<file path="src/rtl/dbg_gate_pkg.sv">
// Package: shared policy encoding for the boot-phase debug gate.
// Assumes: two-bit policy select; codes 2'b10 and 2'b11 both withdraw everything.
package dbg_gate_pkg;
    typedef enum logic [1:0] {
        POL_KEEP_ALL  = 2'b00,
        POL_PORT_OFF  = 2'b01,
        POL_ALL_OFF   = 2'b10,
        POL_ALL_OFF_X = 2'b11
    } policy_t;
endpackage

</file>
<file path="src/rtl/dbg_enable_ctrl.sv">
// Module: enable state of the debug port and debug system.
// Captures the soft-reset policy at power-on. Tracks whether the boot ROM is
// running and whether a secure image has locked debug out. Drives both
// enables as registers.
// Assumes: soft_rst and rom_done are single-cycle pulses; soft_rst wins when
// both arrive together.
module dbg_enable_ctrl
    import dbg_gate_pkg::*;
(
    input  logic    clk,
    input  logic    rst_n,
    input  logic    soft_rst,
    input  logic    rom_done,
    input  logic    secure_img,
    input  logic [1:0] policy_sel,
    output policy_t mode_q,
    output logic    boot_busy,
    output logic    port_en,
    output logic    sys_en
);
    logic lock_q;
    logic keep_port;
    logic keep_sys;

    // Purpose: decode which enables survive a soft reset under the captured policy.
    always_comb begin
        keep_port = (mode_q == POL_KEEP_ALL);
        keep_sys  = (mode_q == POL_KEEP_ALL) || (mode_q == POL_PORT_OFF);
    end

    // Purpose: advance the enable, lock and boot-running state.
    always_ff @(posedge clk) begin
        if (!rst_n) begin
            mode_q    <= policy_t'(policy_sel);
            boot_busy <= 1'b1;
            lock_q    <= 1'b0;
            port_en   <= 1'b0;
            sys_en    <= 1'b0;
        end else if (soft_rst) begin
            boot_busy <= 1'b1;
            port_en   <= port_en & keep_port;
            sys_en    <= sys_en & keep_sys;
        end else if (rom_done && boot_busy) begin
            boot_busy <= 1'b0;
            if (secure_img || lock_q) begin
                lock_q  <= 1'b1;
                port_en <= 1'b0;
                sys_en  <= 1'b0;
            end else begin
                port_en <= 1'b1;
                sys_en  <= 1'b1;
            end
        end
    end
endmodule

</file>
<file path="src/rtl/dbg_hit_gate.sv">
// Module: gates raw breakpoint and vector-catch hits into halt requests.
// A hit passes when the debug system is enabled, unless the boot ROM is
// running and the fetch address lies below ROM_TOP.
// Assumes: hits and fetch address are valid in the same cycle; the window
// starts at address zero.
module dbg_hit_gate #(
    parameter int          ADDR_W  = 32,
    parameter int          LANES   = 5,
    parameter logic [63:0] ROM_TOP = 64'h4_0000
) (
    input  logic              sys_en,
    input  logic              boot_busy,
    input  logic [ADDR_W-1:0] fetch_addr,
    input  logic [LANES-1:0]  hit,
    output logic [LANES-1:0]  halt
);
    localparam logic [ADDR_W-1:0] TOP_A = ROM_TOP[ADDR_W-1:0];

    logic in_window;
    logic pass;

    // Purpose: decide whether hits may reach the halt logic this cycle.
    always_comb begin
        in_window = (fetch_addr < TOP_A);
        pass      = sys_en && !(boot_busy && in_window);
    end

    // One identical gate per hit lane.
    for (genvar g = 0; g < LANES; g++) begin : g_lane
        assign halt[g] = hit[g] & pass;
    end
endmodule

</file>
<file path="src/rtl/dbg_boot_gate.sv">
// Module: top of the boot-phase debug access gate.
// Joins the enable controller with the hit gate. Breakpoint lanes come first
// and the vector-catch lane is the top lane of the gate.
// Assumes: ROM_TOP fits in ADDR_W bits.
module dbg_boot_gate #(
    parameter int          ADDR_W  = 32,
    parameter int          NUM_BP  = 4,
    parameter logic [63:0] ROM_TOP = 64'h4_0000
) (
    input  logic              clk,
    input  logic              rst_n,
    input  logic              soft_rst,
    input  logic              rom_done,
    input  logic              secure_img,
    input  logic [1:0]        policy_sel,
    input  logic [ADDR_W-1:0] fetch_addr,
    input  logic [NUM_BP-1:0] bp_hit,
    input  logic              vc_hit,
    output logic              dbg_port_en,
    output logic              dbg_sys_en,
    output logic [NUM_BP-1:0] bp_halt,
    output logic              vc_halt
);
    import dbg_gate_pkg::*;

    localparam int LANES = NUM_BP + 1;

    policy_t          mode_q;
    logic             boot_busy;
    logic [LANES-1:0] lane_hit;
    logic [LANES-1:0] lane_halt;

    dbg_enable_ctrl u_ctrl (
        .clk        (clk),
        .rst_n      (rst_n),
        .soft_rst   (soft_rst),
        .rom_done   (rom_done),
        .secure_img (secure_img),
        .policy_sel (policy_sel),
        .mode_q     (mode_q),
        .boot_busy  (boot_busy),
        .port_en    (dbg_port_en),
        .sys_en     (dbg_sys_en)
    );

    // Purpose: pack the breakpoint and vector-catch hits into gate lanes.
    always_comb lane_hit = {vc_hit, bp_hit};

    dbg_hit_gate #(
        .ADDR_W  (ADDR_W),
        .LANES   (LANES),
        .ROM_TOP (ROM_TOP)
    ) u_gate (
        .sys_en     (dbg_sys_en),
        .boot_busy  (boot_busy),
        .fetch_addr (fetch_addr),
        .hit        (lane_hit),
        .halt       (lane_halt)
    );

    // Purpose: unpack the gated lanes onto the halt outputs.
    always_comb begin
        bp_halt = lane_halt[NUM_BP-1:0];
        vc_halt = lane_halt[NUM_BP];
    end
endmodule

</file>
<file path="config.mk">
export PLATFORM = sky130hd
export DESIGN_NAME = dbg_boot_gate
export DESIGN_NICKNAME = d
export VERILOG_FILES = /design/src/rtl/dbg_gate_pkg.sv /design/src/rtl/dbg_enable_ctrl.sv /design/src/rtl/dbg_hit_gate.sv /design/src/rtl/dbg_boot_gate.sv
export SDC_FILE = /design/constraint.sdc
export NUM_CORES = 1
export LEC_CHECK = 0
export ABC_AREA = 1
export BUFFER_PORTS_ARGS = -buffer_cell sky130_fd_sc_hd__buf_4
export CAP_MARGIN = 40
export CORE_AREA = 2 2 39 41
export DETAILED_ROUTE_END_ITERATION = 10
export DIE_AREA = 0 0 41 43
export PLACE_DENSITY = 0.72
export SLEW_MARGIN = 20
export SYNTH_ARGS = -nofsm -noshare
export SYNTH_HDL_FRONTEND = slang
export SYNTH_SLANG_ARGS = --single-unit
</file>
<file path="constraint.sdc">
create_clock -name clk -period 1.7 [get_ports clk]
set_clock_uncertainty 0.05 [all_clocks]
set_input_delay 0.085 -clock clk [delete_from_list [all_inputs] [get_ports clk]]
set_output_delay 0.085 -clock clk [all_outputs]
set_load 0.02 [all_outputs]
</file>
---- Word-level counts from Yosys, hierarchy flattened ----
Index checks and enable logic that the tools add are counted.
storage, ports and cells
  flip-flop bits (word level) ............. 6
  input port bits ......................... 44
  output and inout port bits .............. 7
  word-level logic and storage cells ...... 30
operators by class
  magnitude comparators ................... 1
  equal/unequal tests ..................... 1
  muxes and demuxes ....................... 4
  bitwise operators ....................... 9
  reduce and logical (&&, ||, !) cells .... 10
operators with widths
  operator                                                                count
  32-bit by 19-bit < comparator with 1-bit output, second input constant  1
  1-bit AND                                                               7
  1-bit 2-to-1 mux                                                        4
  1-bit logical AND                                                       3
  3-bit AND reduction                                                     1
  2-bit by 1-bit == test with 1-bit output, second input constant         1
  2-bit logical NOT                                                       1
  1-bit logical OR                                                        2
  1-bit inverter                                                          2
  2-bit nonzero test                                                      1
  2-bit OR reduction                                                      1
  1-bit logical NOT                                                       1

---- Logic depth before layout (Yosys ltp) ----
  depth after elaboration ................. 5
  gate-level depth with buffers ........... 7
  mapped depth without buffers ............ 7

---- Modules after synthesis ----
Synthesis repeated with hierarchy kept, for this count alone.
unflattened totals
  cells, all modules ...................... 52
  area total of the unflattened synthesis .. 326.6 um^2
by module, submodules not included
  module           instances  cells an instance  area each (um^2)
  dbg_enable_ctrl  1          27                 230.2
  dbg_hit_gate     1          25                 96.3

---- Worst setup path before layout ----
No wires, ideal clock.
  path type ............................... register to output
  from .................................... register u_ctrl.boot_busy
  to ...................................... output bp_halt[0]
  arrival ................................. 0.870 ns
  data required time ...................... 1.565 ns
  path slack .............................. 0.695 ns
  stages on the path, launching flop included .. 8
  buffers on the path ..................... 0
  cells stage by stage .................... dfxtp_1 > inv_2 > nor2_2 > nand2_1 > nor2_1 > nand2_1 > nand2_2 > nor2_1
on the way
  longest elaborated chain between the ends .. 4
RTL lines
  item                    RTL line               RTL
  start, declared         dbg_enable_ctrl.sv:17  output logic boot_busy,
  start signal, assigned  dbg_enable_ctrl.sv:35  boot_busy <= 1'b1;
  start signal, assigned  dbg_enable_ctrl.sv:40  boot_busy <= 1'b1;
  start signal, assigned  dbg_enable_ctrl.sv:44  boot_busy <= 1'b0;
  1-bit logical AND       dbg_hit_gate.sv:25     pass = sys_en && !(boot_busy && in_window);
  1-bit logical NOT       dbg_hit_gate.sv:25
  1-bit logical AND       dbg_hit_gate.sv:25
  1-bit AND               dbg_hit_gate.sv:30     assign halt[g] = hit[g] & pass;
  end, declared           dbg_boot_gate.sv:21    output logic [NUM_BP-1:0] bp_halt,
No other way between the ends.

---- Worst setup path after layout ----
  from .................................... register u_ctrl.boot_busy
  to ...................................... output bp_halt[1]
The elaborated chain is that of the path after synthesis.

==> flow_summary.ini <==
[timing]
finalHoldViolCount = 0
min_period_over_period_pct = 76.50
setup_tns_ns = 0
grt_setup_unrepaired = false
hold_ws_ns = 0.01373
setup_viol = 0
fin_crit_ns = 1.301
drv_slew = 0
fin_ws_ns = 0.3995
max_slew_margin_pct = 88.94
worst_slew_pin_slew_ns = 0.1642
max_freq_mhz = 768.9

[drt]
drt_wl_total_um = 892
wl_per_cell_um = 8.259
drt_first_iter_violations = 5
drtAntennaViolNets = 0
dr.pass1.iters = 3
viasPerCell = 4.185
drc_errors = 0
routed-via-count = 452

[synthesis]
netlist_instances = 55
synth-main-ff-cell = dfxtp_1
syn_area_um2 = 350.3
syn_nets = 99
ys_seq_elements = 6
ys_seq_area_share_pct = 40.00
ys_types = 14
synth_edf_count = 2
ys_async_sr_fraction_pct = 0
avgSynthCellArea_um2 = 6.370
yosys_warnings = 0

[cts]
cts_root_buffer = clkbuf_4
clkLatencyLatePin_ns = 0.24
cts_tree = done
numCtsBuffers = 3
clock_sinks = 6
cts_setup_buffers = 0
htreeDepth = 1
cts_resized = 0
clk_pin_slew_worst_paths_ns = 0.05
clockBufferDepth = 2
hold_buffers = 2

[cells_and_area]
final_cells = 108
antennaDiodeCount = 0
nNetsFinal = 138
final_cell_mix = buf_4, nor2_1, inv_1, nand2_1, dfxtp_1
finalCoreUtilization_pct = 47.20
drive_gt1_share_pct = 44.57
layout_commonest_cell = buf_4
area_delta_synth_final_pct = 86.43

[job]
cap_violations = 0

[placement]
portBuffers = 32
hpwlAfterDp_um = 731.9
place_inst = 103
gp_congestion = 0.6484
place_worst_setup_slack_ns = 0.6387

[global_routing]
grt_pass1_vias = 422
grt_use_met3_pct = 2.094
grt-ovfl-total = 0
busiest_layer = met2
antenna_found_initial = 0
grt_pass1_wl_um = 1414
grt_usage_pct = 12.01
use_met1_pct = 10.46
grt_max_degree = 8
grt.met2_usage_pct = 21.25

[floorplanning]
core_area_um2 = 1384
die_area_um2 = 1763
die_x_um = 41
rows = 14
ios = 51
die_y_um = 43
initial_core_util_pct = 25.32

[outcome]
status = finished clean

[pwr]
peakVddDrop_uv = 369.1
p_leak_uw = 0.0003591
p_per_area_nw_per_um2 = 588.5

[worst_setup_path]
worst-endpoint-arrival_ns = 1.17
cp_slowest_stage_delay_ns = 0.33
startpoint_type = register
crit_type = reg -> out
crit_fanout = 5
end_kind = primary output
path_cells = inv_2, nor2_2, nand2_1, nor2_1, nand2_1, nand2_2, nor2_1, buf_4
critPathSlowestCell = dfxtp_1
cp.required_ns = 1.56

[worst_hold_path]
hold_class = in -> reg
[kinds of logic (layout without fill, tap and decap cells)]
logic type	after synthesis	count (layout)	share of synthesized area, %
flops	6	6	40.00
compound gates	5	5	7.858
buf+inv	14	51	15.00
simple gates	30	30	37.14
[metrics by stage]
| step | power [uW] | instance area [um2] |
|---|---|---|
| floorplan | 195.5 | 350.3 |
| global placement | 248.9 | 610.6 |
| detailed placement | 251.0 | 610.6 |
| CTS | 393.0 | 653.1 |
| global route | 412.4 | 653.1 |
| finish | 384.4 | 653.1 |
[final cells by class]
| class | count | area [um2] |
|---|---|---|
| clock buffer | 3 | 22.52 |
| inverter | 14 | 52.55 |
| multi-input combinational | 35 | 157.7 |
| tap | 16 | 20.02 |
| fill | 146 | 730.7 |
| timing repair buffer | 34 | 260.3 |
| sequential | 6 | 140.1 |
[synthesized netlist by cell type (2+ instances only)]
cell type	n	area, um2
dfxtp_1	4	80.08
nor2_1	14	52.55
o21ai_0	2	10.01
edfxtp_1	2	60.06
nand2_1	10	37.54
nand3_1	2	10.01
inv_1	11	41.29
a21oi_1	2	10.01
inv_2	3	11.26
[worst max-delay path, delay by kind of cell, from the launching register on]
| family | cells | cell delay (ns) |
|---|---|---|
| DFF | 1 | 0.33 |
| buffers and inverters | 2 | 0.20 |
| and+or+nand+nor | 6 | 0.40 |
[power by group]
group | internal, uW | total, uW | switching (uW) | leakage (uW)
logic | 55.4 | 90.8 | 35.4 | 0.000293
clock network | 80.0 | 133 | 52.9 | 0.0000138
registers | 157 | 161 | 3.86 | 0.0000523
[layer usage]
metal	part of all wire (%)	wire length, um
met1	34	302
met2	50	448
met3	16	142
met4	0	0
met5	0	0
[sequential cells by signal, summed over array words and instances, names as in the netlist]
| signal | flops |
|---|---|
| u_ctrl.mode_q | 2 |
| u_ctrl.port_en | 1 |
| u_ctrl.sys_en | 1 |
| u_ctrl.boot_busy | 1 |
| u_ctrl.lock_q | 1 |
[worst paths after layout]
| check | cells past startpoint | startpoint | slack [ns] | to |
|---|---|---|---|---|
| worst max-delay path | 8 | u_ctrl.boot_busy$_SDFFE_PP1P_ | 0.40 | bp_halt[1] |
| worst min register to register | 2 | u_ctrl.sys_en$_SDFFE_PN0P_ | 0.45 | u_ctrl.sys_en$_SDFFE_PN0P_ |
| worst max register to register | 5 | u_ctrl.boot_busy$_SDFFE_PP1P_ | 0.78 | u_ctrl.port_en$_SDFFE_PN0P_ |
| worst min-delay path | 2 | rst_n | 0.01 | u_ctrl.boot_busy$_SDFFE_PP1P_ |
(Power assumes the default switching activity.)
